$ cat src/rtl/sob_pkg.sv
package sob_pkg;

    localparam int SOB_AW        = 16;
    localparam int SOB_DW        = 32;
    localparam int SOB_DEPTH     = 8;
    localparam int SOB_BANK_BITS = 2;
    localparam int SOB_BANKS     = 1 << SOB_BANK_BITS;

    typedef enum logic [1:0] {
        OP_STORE  = 2'b00,
        OP_LOAD   = 2'b01,
        OP_FENCE  = 2'b10,
        OP_ATOMIC = 2'b11
    } core_op_e;

    typedef struct packed {
        logic              vld;
        logic [SOB_AW-1:0] addr;
        logic [SOB_DW-1:0] data;
    } sb_entry_t;

    function automatic logic [SOB_BANK_BITS-1:0] bank_of(input logic [SOB_AW-1:0] a);
        return a[SOB_BANK_BITS-1:0];
    endfunction

endpackage

$ cat src/rtl/sob_queue.sv
module sob_queue
    import sob_pkg::*;
#(
    parameter int DEPTH = SOB_DEPTH,
    localparam int CW = $clog2(DEPTH + 1),
    localparam int IW = $clog2(DEPTH)
) (
    input  logic              clk,
    input  logic              rst,
    input  logic              push,
    input  logic [SOB_AW-1:0] push_addr,
    input  logic [SOB_DW-1:0] push_data,
    input  logic              pop,
    input  logic [IW-1:0]     pop_idx,
    output sb_entry_t         ent_o [DEPTH],
    output logic [CW-1:0]     count_o
);

    sb_entry_t     ent_q [DEPTH];
    sb_entry_t     ext   [DEPTH+1];
    sb_entry_t     nxt   [DEPTH];
    logic [CW-1:0] cnt_q;
    logic [CW-1:0] base;

    // Remove the drained slot by shifting younger entries down, then append.
    always_comb begin
        for (int i = 0; i < DEPTH; i++) ext[i] = ent_q[i];
        ext[DEPTH] = '0;
        for (int i = 0; i < DEPTH; i++) begin
            nxt[i] = (pop && (i >= int'(pop_idx))) ? ext[i+1] : ext[i];
        end
        base = cnt_q - CW'(pop);
        if (push) begin
            nxt[base[IW-1:0]] = '{vld: 1'b1, addr: push_addr, data: push_data};
        end
    end

    always_ff @(posedge clk) begin
        if (rst) begin
            for (int i = 0; i < DEPTH; i++) ent_q[i] <= '0;
            cnt_q <= '0;
        end else begin
            for (int i = 0; i < DEPTH; i++) ent_q[i] <= nxt[i];
            cnt_q <= cnt_q + CW'(push) - CW'(pop);
        end
    end

    assign ent_o   = ent_q;
    assign count_o = cnt_q;

endmodule

$ cat src/rtl/sob_drain_sel.sv
module sob_drain_sel
    import sob_pkg::*;
#(
    parameter int DEPTH = SOB_DEPTH,
    localparam int IW = $clog2(DEPTH)
) (
    input  sb_entry_t            ent [DEPTH],
    input  logic                 pso,
    input  logic [SOB_BANKS-1:0] bank_rdy,
    output logic                 fire,
    output logic [IW-1:0]        idx
);

    logic [DEPTH-1:0] older_same;
    logic [DEPTH-1:0] cand;

    always_comb begin
        for (int i = 0; i < DEPTH; i++) begin
            older_same[i] = 1'b0;
            for (int j = 0; j < i; j++) begin
                if (ent[j].vld && ent[j].addr == ent[i].addr) older_same[i] = 1'b1;
            end
            cand[i] = ent[i].vld && bank_rdy[bank_of(ent[i].addr)]
                    && !older_same[i] && (pso || i == 0);
        end
        fire = |cand;
        idx  = '0;
        for (int i = DEPTH - 1; i >= 0; i--) begin
            if (cand[i]) idx = IW'(i);
        end
    end

endmodule

$ cat src/rtl/sob_load_fwd.sv
module sob_load_fwd
    import sob_pkg::*;
#(
    parameter int DEPTH = SOB_DEPTH
) (
    input  sb_entry_t         ent [DEPTH],
    input  logic [SOB_AW-1:0] addr,
    output logic              hit,
    output logic [SOB_DW-1:0] data
);

    // Entries are kept oldest first, so the last match is the youngest.
    always_comb begin
        hit  = 1'b0;
        data = '0;
        for (int i = 0; i < DEPTH; i++) begin
            if (ent[i].vld && ent[i].addr == addr) begin
                hit  = 1'b1;
                data = ent[i].data;
            end
        end
    end

endmodule

$ cat src/rtl/store_order_buffer.sv
module store_order_buffer
    import sob_pkg::*;
#(
    parameter int DEPTH = SOB_DEPTH,
    localparam int CW = $clog2(DEPTH + 1),
    localparam int IW = $clog2(DEPTH)
) (
    input  logic                 clk,
    input  logic                 rst,
    input  logic                 pso_mode,
    input  logic                 core_valid,
    input  logic [1:0]           core_op,
    input  logic [SOB_AW-1:0]    core_addr,
    input  logic [SOB_DW-1:0]    core_data,
    output logic                 core_ready,
    output logic                 ld_hit,
    output logic [SOB_DW-1:0]    ld_data,
    input  logic [SOB_BANKS-1:0] mem_bank_rdy,
    output logic                 mem_wr_valid,
    output logic [SOB_AW-1:0]    mem_wr_addr,
    output logic [SOB_DW-1:0]    mem_wr_data
);

    core_op_e      op;
    sb_entry_t     ent [DEPTH];
    logic [CW-1:0] occ;
    logic          st_push;
    logic          wr_fire;
    logic [IW-1:0] sel_idx;
    logic          fwd_hit;

    assign op = core_op_e'(core_op);

    always_comb begin
        unique case (op)
            OP_STORE: core_ready = (occ < CW'(DEPTH));
            OP_LOAD:  core_ready = 1'b1;
            default:  core_ready = (occ == '0);
        endcase
    end

    assign st_push = core_valid && core_ready && (op == OP_STORE);

    sob_queue #(.DEPTH(DEPTH)) u_queue (
        .clk       (clk),
        .rst       (rst),
        .push      (st_push),
        .push_addr (core_addr),
        .push_data (core_data),
        .pop       (wr_fire),
        .pop_idx   (sel_idx),
        .ent_o     (ent),
        .count_o   (occ)
    );

    sob_drain_sel #(.DEPTH(DEPTH)) u_sel (
        .ent      (ent),
        .pso      (pso_mode),
        .bank_rdy (mem_bank_rdy),
        .fire     (wr_fire),
        .idx      (sel_idx)
    );

    sob_load_fwd #(.DEPTH(DEPTH)) u_fwd (
        .ent  (ent),
        .addr (core_addr),
        .hit  (fwd_hit),
        .data (ld_data)
    );

    assign ld_hit       = core_valid && (op == OP_LOAD) && fwd_hit;
    assign mem_wr_valid = wr_fire;
    assign mem_wr_addr  = ent[sel_idx].addr;
    assign mem_wr_data  = ent[sel_idx].data;

endmodule

$ cat config.mk
export PLATFORM = sky130hd
export DESIGN_NAME = store_order_buffer
export DESIGN_NICKNAME = d
export VERILOG_FILES = /design/src/rtl/sob_pkg.sv /design/src/rtl/sob_queue.sv /design/src/rtl/sob_drain_sel.sv /design/src/rtl/sob_load_fwd.sv /design/src/rtl/store_order_buffer.sv
export SDC_FILE = /design/constraint.sdc
export NUM_CORES = 2
export LEC_CHECK = 0
export BUFFER_PORTS_ARGS = -buffer_cell sky130_fd_sc_hd__buf_2
export CAP_MARGIN = 20
export CELL_PAD_IN_SITES_DETAIL_PLACEMENT = 0
export CELL_PAD_IN_SITES_GLOBAL_PLACEMENT = 2
export CORE_MARGIN = 3
export CORE_UTILIZATION = 34
export DETAILED_ROUTE_END_ITERATION = 10
export PLACE_DENSITY = 0.79
export SETUP_SLACK_MARGIN = 0.3
export SYNTH_ARGS = -nofsm -noshare
export SYNTH_HDL_FRONTEND = slang
export SYNTH_SLANG_ARGS = --single-unit
$ cat constraint.sdc
create_clock -name clk -period 11.4 [get_ports clk]
set_clock_uncertainty 0.2 [all_clocks]
set_input_delay 1.14 -clock clk [delete_from_list [all_inputs] [get_ports clk]]
set_output_delay 1.14 -clock clk [all_outputs]
set_load 0.03 [all_outputs]
# Yosys cells after proc, flatten, opt, wreduce, memory -nomap -nowiden
# Cells that the tools add are included.
dict set report totals {
  out_inout_bits 83
  ff_bits 396
  word_cells 250
}
dict set report op_classes {
  add_sub_neg 3
  n_lt_le_gt_ge 19
  n_bitwise 2
  n_reduce_logical 80
  n_eq_ne 37
  muxes 84
}
# cell n
set op_table {}
lappend op_table {{$eq A16 B16 Y1} 36}
lappend op_table {{$mux W49} 9}
lappend op_table {{$bwmux W392} 1}
lappend op_table {{$mux W392} 1}
lappend op_table {{$mux W32} 8}
lappend op_table {{$bmux W49 S3} 1}
lappend op_table {{$demux W49 S3} 1}
lappend op_table {{$mux W48} 2}
lappend op_table {{$logic_and A1 B1 Y1} 70}
lappend op_table {{$mux W1} 44}
lappend op_table {{$lt A2 B3 Y1 const B} 8}
lappend op_table {{$mux W3} 8}
lappend op_table {{$bmux W1 S2} 8}
lappend op_table {{$ge A3 B3 Y1 const A} 3}
lappend op_table {{$ge A4 B4 Y1 const B} 2}
lappend op_table {{$not A3 Y4} 2}
lappend op_table {{$reduce_or A8 Y1} 1}
lappend op_table {{$logic_not A1 Y1} 7}
lappend op_table {{$ge A1 B3 Y1 const A} 2}
lappend op_table {{$ge A2 B3 Y1 const A} 2}
lappend op_table {{$add A4 B1 Y4} 1}
lappend op_table {{$logic_not A4 Y1} 1}
lappend op_table {{$lt A4 B1 Y1 const B} 1}
lappend op_table {{$lt A4 B4 Y1 const B} 1}
lappend op_table {{5 further kinds} 5}

# Longest topological paths before layout
dict set report logic_depth {
  word_depth 25
  ltp_mapped 21
  ltp_nobuf 15
}

# Modules after synthesis
# From an unflattened synthesis, not the netlist that was laid out.
dict set report unflattened {
  hier_cells 3963
  area_unflattened_um2 31721.7
}
# module n_inst cells_each area_each_um2 seq_area_each_um2
set by_module_without_submodules {}
lappend by_module_without_submodules {sob_queue 1 2295 18201.2 7927.6}
lappend by_module_without_submodules {sob_drain_sel 1 786 5992.0 0.0}
lappend by_module_without_submodules {sob_load_fwd 1 706 4421.7 0.0}
lappend by_module_without_submodules {store_order_buffer 1 176 3106.7 0.0}

# Worst setup path before layout
# No wires, ideal clock.
dict set report synth_path {
  kind {in2reg}
  start {input mem_bank_rdy[3]}
  end {register, netlist name u_queue.ent_o[25]}
  t_arrival_ps 5218
  slack_ps 5912
  path_stages 17
  path_cell_list {mux4_2 > and3_1 > o21ai_1 > nand2_1 > or3_4 > buf_2 > nor3_4 > inv_1 > clkbuf_1 > ha_1 > nor4_1 > and3_1 > clkbuf_1 > clkbuf_1 > clkbuf_1 > nand2_1 > a21oi_1}
}
dict set report synth_between {
  elab_chain_len 14
}
# element line
set synth_lines {}
lappend synth_lines {{start, declared} store_order_buffer.sv:18} ;# input logic [SOB_BANKS-1:0] mem_bank_rdy,
lappend synth_lines {{$bmux W1 S2} sob_drain_sel.sv:23} ;# cand[i] = ent[i].vld && bank_rdy[bank_of(ent[i].addr)]
lappend synth_lines {{$mux W1 (implied by the code)} sob_drain_sel.sv:23}
lappend synth_lines {{$logic_and A1 B1 Y1} sob_drain_sel.sv:23}
lappend synth_lines {{$logic_and A1 B1 Y1 (2 in series)} sob_drain_sel.sv:24} ;# && !older_same[i] && (pso || i == 0);
lappend synth_lines {{$reduce_or A8 Y1 *} sob_drain_sel.sv:26} ;# fire = |cand;
lappend synth_lines {{via mem_wr_valid} store_order_buffer.sv:19} ;# output logic mem_wr_valid,
lappend synth_lines {{$sub A3 B1 Y3} sob_queue.sv:32} ;# base = cnt_q - CW'(pop);
lappend synth_lines {{$not A3 Y4 (implied by the code)} sob_queue.sv:34} ;# nxt[base[IW-1:0]] = '{vld: 1'b1, addr: push_addr, data: push_data};
lappend synth_lines {{$ge A4 B4 Y1 (implied by the code) or $lt A4 B1 Y1 (tied branches)} sob_queue.sv:34}
lappend synth_lines {{$logic_and A1 B1 Y1 (implied by the code)} sob_queue.sv:34}
lappend synth_lines {{$mux W49 (implied by the code)} sob_queue.sv:34}
lappend synth_lines {{$demux W49 S3} sob_queue.sv:34}
lappend synth_lines {{$bwmux W392} sob_queue.sv:34}
lappend synth_lines {{$mux W392 *} sob_queue.sv:33} ;# if (push) begin
# Mark *: on every way through the listed nets, which the timed path passes. The rest lies on a longest branch. The select of a mux whose other input is x is not followed.
# A chain may end at the register's enable or synchronous reset.

# Worst setup path after layout
dict set report layout_path {
  start {register, netlist name u_queue.ent_o[375]}
  end {output mem_wr_data[10]}
}
dict set report layout_between {
  elab_chain_len 24
}
# element line
set layout_lines {}
lappend layout_lines {{$eq A16 B16 Y1} sob_drain_sel.sv:21} ;# if (ent[j].vld && ent[j].addr == ent[i].addr) older_same[i] = 1'b1;
lappend layout_lines {{$logic_and A1 B1 Y1} sob_drain_sel.sv:21}
lappend layout_lines {{$mux W1 (7 in series)} sob_drain_sel.sv:21}
lappend layout_lines {{$logic_not A1 Y1} sob_drain_sel.sv:24}
lappend layout_lines {{$logic_and A1 B1 Y1 (2 in series)} sob_drain_sel.sv:24}
lappend layout_lines {{$mux W3 (7 in series)} sob_drain_sel.sv:29} ;# if (cand[i]) idx = IW'(i);
lappend layout_lines {{$mux W3 *} sob_drain_sel.sv:29}
lappend layout_lines {{$not A3 Y4 (implied by the code) *} store_order_buffer.sv:74} ;# assign mem_wr_data = ent[sel_idx].data;
lappend layout_lines {{$bmux W49 S3 *} store_order_buffer.sv:74}
lappend layout_lines {{$mux W48 (implied by the code) * (2 in series)} store_order_buffer.sv:74}
lappend layout_lines {{end, declared} store_order_buffer.sv:21} ;# output logic [SOB_DW-1:0] mem_wr_data
# Mark *: on every way between the ends. The rest lies on a longest branch, timed or not. The select of a mux whose other input is x is not followed.

==> results.json <==
{
  "drv_slew": 0,
  "initial_utilization_pct": 34.31,
  "cpPeakStageDelay_ns": 0.90,
  "hold_buffers": 0,
  "p_leak_uw": 0.01202,
  "fmax_mhz": 121.5,
  "worstSkewPairLatency_ns": 0.62,
  "tns_ns": 0,
  "grt-ovfl-total": 0,
  "power_frac_clock_pct": 40.2,
  "pin_count": 141,
  "cp_common_cell": "buf_4",
  "syn_area_um2": 31500,
  "p_seq_share_pct": 39.4,
  "hold_slack_ns": 0.2783,
  "switching_share_pct": 33.96,
  "use_met3_pct": 5.894,
  "wire_per_inst_um": 29.42,
  "cts_buffers": 49,
  "cts_tree": "built",
  "clock-sinks": 396,
  "finalHoldViolCount": 0,
  "status": "complete, no violations",
  "p_comb_share_pct": 20.3,
  "relSlewSlack_pct": 23.22,
  "met2_usage_pct": 48.13,
  "vias": 32300,
  "drt-initial-drc-count": 3419,
  "drtPass1Iterations": 5,
  "cp_num_buf_inv": 4,
  "timing.critical_path.max_delay_family": "buffers and inverters",
  "dieHeight_um": 310.4,
  "switchingPower_uw": 1325,
  "worst_path_max_delay_cell": "dfxtp_1",
  "synthArstFlopShare_pct": 0,
  "cp_max_fo": 56,
  "antenna_found_initial": 3,
  "area_delta_synth_final_pct": 7.909,
  "syn_area_per_cell_um2": 7.518,
  "core_um2": 91800,
  "clk_pin_slew_ns": 0.06,
  "internal-power_uw": 2576,
  "synth_flop_cell": "dfxtp_1",
  "vdd_drop_max_v": 0.0001079,
  "drcViolationCount": 0,
  "ant_nets": 0,
  "die_w_um": 310.4,
  "drv_cap": 0,
  "p_per_area_nw_per_um2": 114.8,
  "instances_no_fill": 5218,
  "top_usage_layer": "met2",
  "rsz0062_at_grt": "no",
  "required_ns": 10.06,
  "crit_type": "reg2out",
  "cts_resized": 0,
  "cts_buffer_depth": 3,
  "synthCells": 4190,
  "syn_nets": 4255,
  "root_buffer": "clkbuf_16",
  "drt-total-wl_um": 153500,
  "grt_use_met1_pct": 41.76,
  "nNetsFinal": 4005,
  "worst_pin_slew_ns": 1.149,
  "std_cell_rows": 111,
  "drive_above_1_share_pct": 10.67,
  "yosysWarnings": 0,
  "arrival_ns": 6.89,
  "fin_crit_ns": 8.232,
  "viasPerCell": 6.189,
  "setup_viol": 0,
  "dpl.cell_count": 5131,
  "grt_max_degree": 147,
  "yosysUniqueCellTypes": 63,
  "port_buffers": 140,
  "seq_area_frac_synth_pct": 25.17,
  "grt_first_pass_wirelength_um": 220700,
  "worstSetupStartpointType": "register",
  "synth-edff-count": 0,
  "cp-end-kind": "primary output",
  "first_global_vias": 30210,
  "hpwl_um": 87690,
  "post_cts_buffers": 0,
  "hp-class": "reg2reg",
  "fin_crit_sh_pct": 72.21,
  "path_cells": "mux4_2 -> nand2_4 -> nand2_2 -> buf_4 -> or3_4 -> buf_4 -> buf_4 -> or3_1 -> mux2i_1 -> nor4_1 -> buf_2",
  "ys_ff_latch": 396,
  "cts_htree_levels": 2,
  "globalplace.congestion": 1.002,
  "die-area_um2": 96330,
  "grt_usage_pct": 30.91
}
==> cells by family (layout without fill, tap and decap cells) <==
| kind of cell | count (synthesis) | count (layout) | synth area share (%) |
|---|---|---|---|
| multiplexers | 250 | 250 | 8.449 |
| XOR/XNOR | 580 | 580 | 16.13 |
| AO/OA/AOI/OAI | 811 | 811 | 19.34 |
| buffers and inverters | 592 | 374 | 8.195 |
| flip-flops | 396 | 396 | 25.17 |
| AND/OR/NAND/NOR | 1554 | 1554 | 22.42 |
| adder cells (fa/ha/maj) | 7 | 7 | 0.3019 |
| other | 0 | 3 | 0 |
==> tightest hold or removal path, delay by kind of cell, from the launching register on <==
kind | cells | cell delay (ns)
simple gates | 1 | 0.05
compound gates | 1 | 0.07
flops | 1 | 0.31
==> cell usage after synthesis, drive strengths merged, types with 33 or more instances <==
library cell | instances | area [um^2]
a211oi | 129 | 980.9
mux2 | 47 | 529.3
or3 | 97 | 611.8
inv | 44 | 165.2
mux2i | 195 | 1952
a311oi | 258 | 2266
nand2 | 515 | 1936
xnor2 | 294 | 2575
o21ai | 150 | 754.5
xor2 | 286 | 2505
o2111ai | 33 | 295.3
a21oi | 119 | 595.6
buf | 202 | 1077
a221oi | 47 | 411.6
nand4 | 72 | 450.4
dfxtp | 396 | 7928
clkbuf | 346 | 1339
nand3 | 178 | 890.9
nor4 | 126 | 788.3
o2111a | 47 | 529.3
nor2 | 476 | 1787
==> layout make-up <==
| class | instances | area, um^2 |
|---|---|---|
| Antenna cell | 3 | 7.507 |
| Clock buffer | 71 | 1419 |
| Clock inverter | 12 | 117.6 |
| Fill cell | 9588 | 57810 |
| Inverter | 44 | 165.2 |
| Multi-Input combinational cell | 3202 | 21250 |
| Sequential cell | 396 | 7928 |
| Tap cell | 1243 | 1555 |
| Timing Repair Buffer | 247 | 1546 |
==> power groups by stage <==
stage,clock network (uW),logic (uW),registers [uW]
2_1_floorplan,0,569,1490
3_3_place_gp,0,778,1560
3_5_place_dp,0,780,1560
4_1_cts,1590,783,1530
5_1_grt,1650,842,1540
6_report,1570,793,1540
==> per-stage QoR <==
stage	power (uW)	worst slack, ns	cell area (um^2)	utilization (%)
final	3901	3.168	33990	37.03
after global routing	4030	3.086	33990	37.02
after CTS	3904	3.292	33960	36.99
after detailed placement	2344	3.444	32420	35.31
after global placement	2343	3.561	32420	35.31
after floorplan	2059	5.912	31500	-
==> sequential cells by signal, summed over array words and instances (netlist names) <==
register	flops
u_queue.ent_o	392
u_queue.count_o	4
==> per-layer routing <==
metal	share of wire, %	wire length, um	up-vias
met4	4.5	6911	0
met2	44	67810	1763
met5	0	0	-
met1	42	65060	15770
met3	8.9	13740	386
li1	-	-	14380
==> final timing paths <==
check        cells after the start  slack (ns)                  to                from
max                             11        3.17     mem_wr_data[10]  u_queue.ent_o[375]
min                              2        0.28  u_queue.ent_o[331]  u_queue.ent_o[282]
max reg2reg                     14        3.68  u_queue.ent_o[285]  u_queue.ent_o[375]
min reg2reg                      2        0.28  u_queue.ent_o[331]  u_queue.ent_o[282]
==> layout by cell type (no fill, tap or decap), types with 9 or more instances in the layout <==
cell / n
o21ai_1: 19
nor2_1: 474
nor4_1: 117
clkbuf_1: 11
a21oi_1: 118
xnor2_1: 294
mux2i_1: 195
a211oi_1: 128
o2111ai_1: 32
nand3b_1: 32
a221oi_1: 47
o2111a_1: 47
buf_4: 105
nand2_1: 507
xor2_1: 286
nand3_1: 173
clkbuf_16: 49
inv_1: 43
mux2_2: 47
or3_1: 96
buf_2: 139
and2_1: 15
clkbuf_8: 11
dfxtp_1: 396
a311oi_1: 257
nor4_2: 9
nand4_1: 72
o21ai_0: 129
nor3_1: 22
Power figures use the tool's default switching activity.
